## src/rtl/victim_buffer.sv

```systemverilog
module victim_buffer #(
  parameter int ADDR_W  = 26,
  parameter int DATA_W  = 64,
  parameter int ENTRIES = 4
) (
  input  logic              clk,
  input  logic              rst,
  input  logic              evict_valid,
  input  logic [ADDR_W-1:0] evict_addr,
  input  logic [DATA_W-1:0] evict_data,
  input  logic              lookup_valid,
  input  logic [ADDR_W-1:0] lookup_addr,
  output logic              lookup_ready,
  output logic              lookup_hit,
  output logic [DATA_W-1:0] lookup_data,
  output logic              mem_req_valid,
  output logic [ADDR_W-1:0] mem_req_addr,
  input  logic              fill_valid
);
  localparam int CNT_W = $clog2(ENTRIES + 1);
  localparam int IDX_W = $clog2(ENTRIES);

  logic [ADDR_W-1:0] tag_q [ENTRIES];
  logic [DATA_W-1:0] dat_q [ENTRIES];
  logic [ADDR_W-1:0] tag_n [ENTRIES];
  logic [DATA_W-1:0] dat_n [ENTRIES];
  logic [CNT_W-1:0]  cnt_q, cnt_n;
  logic [ENTRIES-1:0] match;
  logic [IDX_W-1:0]  hit_idx;
  logic              busy_q;
  logic [ADDR_W-1:0] req_q;

  for (genvar g = 0; g < ENTRIES; g++) begin : g_cmp
    assign match[g] = (g < int'(cnt_q)) && (tag_q[g] == lookup_addr);
  end

  always_comb begin
    hit_idx = '0;
    for (int i = ENTRIES - 1; i >= 0; i--)
      if (match[i]) hit_idx = IDX_W'(i);
  end

  assign lookup_ready  = !busy_q;
  assign lookup_hit    = lookup_valid && lookup_ready && (|match);
  assign lookup_data   = lookup_hit ? dat_q[hit_idx] : '0;
  assign mem_req_valid = busy_q;
  assign mem_req_addr  = req_q;

  always_comb begin
    tag_n = tag_q;
    dat_n = dat_q;
    cnt_n = cnt_q;
    if (lookup_hit) begin
      for (int i = 0; i < ENTRIES - 1; i++)
        if (i >= int'(hit_idx)) begin
          tag_n[i] = tag_q[i+1];
          dat_n[i] = dat_q[i+1];
        end
      cnt_n = cnt_q - CNT_W'(1);
    end
    if (evict_valid) begin
      if (int'(cnt_n) == ENTRIES) begin
        for (int i = 0; i < ENTRIES - 1; i++) begin
          tag_n[i] = tag_n[i+1];
          dat_n[i] = dat_n[i+1];
        end
        tag_n[ENTRIES-1] = evict_addr;
        dat_n[ENTRIES-1] = evict_data;
      end else begin
        for (int i = 0; i < ENTRIES; i++)
          if (i == int'(cnt_n)) begin
            tag_n[i] = evict_addr;
            dat_n[i] = evict_data;
          end
        cnt_n = cnt_n + CNT_W'(1);
      end
    end
  end

  always_ff @(posedge clk) begin
    tag_q <= tag_n;
    dat_q <= dat_n;
    if (rst) begin
      cnt_q  <= '0;
      busy_q <= 1'b0;
      req_q  <= '0;
    end else begin
      cnt_q <= cnt_n;
      if (busy_q) begin
        if (fill_valid) busy_q <= 1'b0;
      end else if (lookup_valid && !(|match)) begin
        busy_q <= 1'b1;
        req_q  <= lookup_addr;
      end
    end
  end

  AST_REQ_AFTER_MISS: assert property (@(posedge clk) disable iff (rst)
    (lookup_valid && lookup_ready && !lookup_hit) |=> (mem_req_valid && mem_req_addr == $past(lookup_addr)));
  AST_REQ_HOLD: assert property (@(posedge clk) disable iff (rst)
    (mem_req_valid && !fill_valid) |=> (mem_req_valid && $stable(mem_req_addr)));
  AST_BUSY_PROBE_INERT: assert property (@(posedge clk) disable iff (rst)
    (!lookup_ready && !evict_valid) |=> $stable(cnt_q));
  AST_COUNT_BOUND: assert property (@(posedge clk) disable iff (rst)
    int'(cnt_q) <= ENTRIES);
  AST_SWAP_COUNT: assert property (@(posedge clk) disable iff (rst)
    (lookup_hit && evict_valid) |=> (cnt_q == $past(cnt_q)));
  AST_EVICT_GROWS: assert property (@(posedge clk) disable iff (rst)
    (evict_valid && !lookup_hit && int'(cnt_q) < ENTRIES) |=> (cnt_q == $past(cnt_q) + CNT_W'(1)));
  AST_HIT_SHRINKS: assert property (@(posedge clk) disable iff (rst)
    (lookup_hit && !evict_valid) |=> (cnt_q == $past(cnt_q) - CNT_W'(1)));
  AST_SINGLE_MATCH: assert property (@(posedge clk) disable iff (rst)
    $onehot0(match));
endmodule

```

## config.mk

```make
export PLATFORM = sky130hd
export DESIGN_NAME = victim_buffer
export DESIGN_NICKNAME = d
export VERILOG_FILES = /design/src/rtl/victim_buffer.sv
export SDC_FILE = /design/constraint.sdc
export NUM_CORES = 1
export LEC_CHECK = 0
export BUFFER_PORTS_ARGS = -buffer_cell sky130_fd_sc_hd__buf_2
export CAP_MARGIN = 20
export CORE_MARGIN = 2
export CORE_UTILIZATION = 35
export DETAILED_ROUTE_END_ITERATION = 6
export GPL_TIMING_DRIVEN = 0
export SYNTH_ARGS = -nofsm -noshare
export SYNTH_HDL_FRONTEND = slang
export SYNTH_SLANG_ARGS = --single-unit
```

## constraint.sdc

```tcl
create_clock -name clk -period 6.6 [get_ports clk]
set_input_delay 0.66 -clock clk [delete_from_list [all_inputs] [get_ports clk]]
set_output_delay 0.66 -clock clk [all_outputs]
set_load 0.02 [all_outputs]
```

==> impl_results.md <==
* R2R depth at 12
* Placed cells at 3246
* R2r setup slk at 1420 ps
* Synth Flop Type: dfxtp_1
* Total design power at 7.97 mW
* Met2 usage at 0.397
* Number of CTS-inserted buffers at 47
* Setup TNS at 0 ps
* DRT antenna net count at 0
* Root Buffer: clkbuf_16
* Period utilization at 0.899
* First-pass GRT wire length at 118 mm
* Area after DPL at 24000 sq um
* Outcome: finished, final reports clean
* Seq/Total Area, Yosys at 0.398
* Clock Path Buffers at 3
* Pre-CTS WS at 940 ps
* Startpoint types: flop
* Most Crowded Layer GR: met2
* Max-cap violations at 0
* Clk_skew at 45.8 ps
* Most frequent cells in the layout: 424 x mux2i_1, 300 x dfxtp_1, 229 x nor2_1
* Die H at 254 microns
* Clk Latency, worst-skew pair at 610 ps
* CTS tree: yes
* Yosys warnings at 0
* Final Hold Viols at 0
* TritonCTS Sinks at 390
* Residual DRC at 0
* Routed Wire Length at 80.7 mm
* Crit path kind: reg2out
* PwrDens at 311 nW/um^2
* Syn nets at 2341
* CP max FO at 10
* Worst setup margin at 669 ps
* Drt via density at 5.75
* Max-slew violation count at 0
* Post-synth EDFFs at 90
* Tmin final at 5930 ps
* CP endpoint: lookup_data[5]
* Arr. time, crit path at 5270 ps
* Die area at 64500 sq um
* Critical Path RT at 5940 ps
* Largest net degree at the start of global routing at 49
* Overflow after GRT at 0
* Top Ports at 214
* Yosys reg bits at 390
* Row count at 91
* Filler cells at 6100
* Syn-to-layout area delta at 17.1%
* GRT met3 Usage at 0.0468
* Layout Utilization at 0.415
* Fin nets at 2581
* Crit-path cells: xor2_1 -> or4_1 -> or4_1 -> or2_1 -> nand2b_1 -> a21boi_0 -> clkbuf_1 -> clkbuf_1 -> mux2_2 -> nor2_1 -> buf_2
* CP top delay family: simple AND/OR/NAND/NOR gates
* FFs w/ async S/R, synth at 0
* Post-synth cell types at 51
* Post-CTS setup buffers at 0
* Design area at 25600 sq um
* Starting DRT DRC Count at 1803
* Fmax at 0.169 GHz
* Initial antenna violation count at 14
* Via count at 19200
* Cells after Synth at 2218
* Gr usage total at 0.240
* GR Util met1 at 0.316
* DR pass1 iterations at 7
* Mapped cell area at 21900 sq um
* Share of cells above drive strength 1 at 0.183
* RSZ-0062 raised after global routing: false
* Routability Congestion at 0.894
* Worst-path clk slew at 60 ps
* Initial cell density of the core at 0.354
* Reg2Reg Capture Point: dat_q[50]
* Endpoints failing setup at 0
* Post-CTS resize count at 0
* PortBufs at 185
* Crit-path slowest cell: clkbuf_1
* Avg Inst Size Synth at 9.86 sq um
* CP endpoint kind: output port
* Slew @ Worst Pin at 1100 ps
* CTS Hold Buffers Added at 0
* CP Buf/Inv Count at 3
* CP startpoint: tag_q[19]
* Final Non-Filler Cells at 3341
* FF+latch area at 8710 sq um
* Hold WC Path Type: in2reg
* Critical path depth in cells at 11
* Wirelength per Cell at 24.1 microns
* Number of H-tree levels at 2
* HPWL Detailed at 55.8 mm
* Relative slew margins at 0.259
* Most common cell after layout, fill and taps aside: mux2i_1
* Number of global-route vias before repair at 19000
* Maximum vdd ir drop at 182 uV
* WHS at 275 ps
* Multi-input gate area at 12100 sq um
* RR Startpoint: tag_q[19]
* Largest stage delay on the critical path at 760 ps
* Die Wd at 254 microns
* Lkg Pwr at 10.3 nW
* Core Area at 61700 sq um
-- synthesized netlist by cell type, drive strengths merged, types with 53 or more instances --
master,count,area share
o221ai,113,0.045
mux2i,426,0.19
o22ai,92,0.026
inv,58,0.010
nor2,229,0.039
a221oi,64,0.043
nand3,102,0.023
and2,91,0.026
dfxtp,300,0.27
edfxtp,90,0.12
xor2,58,0.023
o21ai,93,0.021
mux2,92,0.048
clkbuf,164,0.028
xnor2,53,0.021
-- how the worst min path moves through the flow --
stage / startpoint / to / cells past startpoint
final: evict_addr[14] / tag_q[14] / 1
after global routing: evict_addr[2] / tag_q[2] / 1
after CTS: evict_addr[14] / tag_q[14] / 1
after detailed placement: mem_req_addr[23] / mem_req_addr[23] / 2
after global placement: mem_req_addr[18] / mem_req_addr[18] / 2
after floorplan: tag_q[26] / tag_q[26] / 2
-- area by class of cell --
| cell class | count | area share |
|---|---|---|
| Buffer | 208 | 0.0343 |
| Timing Repair Buffer | 191 | 0.0399 |
| Inverter | 59 | 0.00865 |
| Multi-Input combinational cell | 1561 | 0.472 |
| Sequential cell | 390 | 0.340 |
| Clock inverter | 11 | 0.00405 |
| Tap cell | 837 | 0.0409 |
| Clock buffer | 76 | 0.0597 |
| Antenna cell | 8 | 0.000782 |
-- where the power goes --
part           switching [mW]  internal (mW)  total (mW)
logic                   0.981          0.865        1.85
clock network            1.10           1.63        2.72
registers               0.425           2.98        3.41
-- cells by family after synthesis --
family / after synthesis / synth area share
AO/OA/AOI/OAI: 381 / 0.142
adder cells (fa/ha/maj): 2 / 0.00114
buffers and inverters: 267 / 0.0503
flip-flops: 390 / 0.398
XOR/XNOR: 111 / 0.0444
AND/OR/NAND/NOR: 549 / 0.121
multiplexers: 518 / 0.242
-- sequential cells by signal, summed over array words and instances, names as in the netlist --
register and flops:
tag_q 104, cnt_q 3, mem_req_valid 1, mem_req_addr 26, dat_q 256
-- routing by layer --
layer,part of all wire,up-vias
met4,0.026,14
met1,0.43,9550
met2,0.47,797
li1,-,8716
met3,0.075,149
met5,0.00099,-
Power figures use the tool's default switching activity.
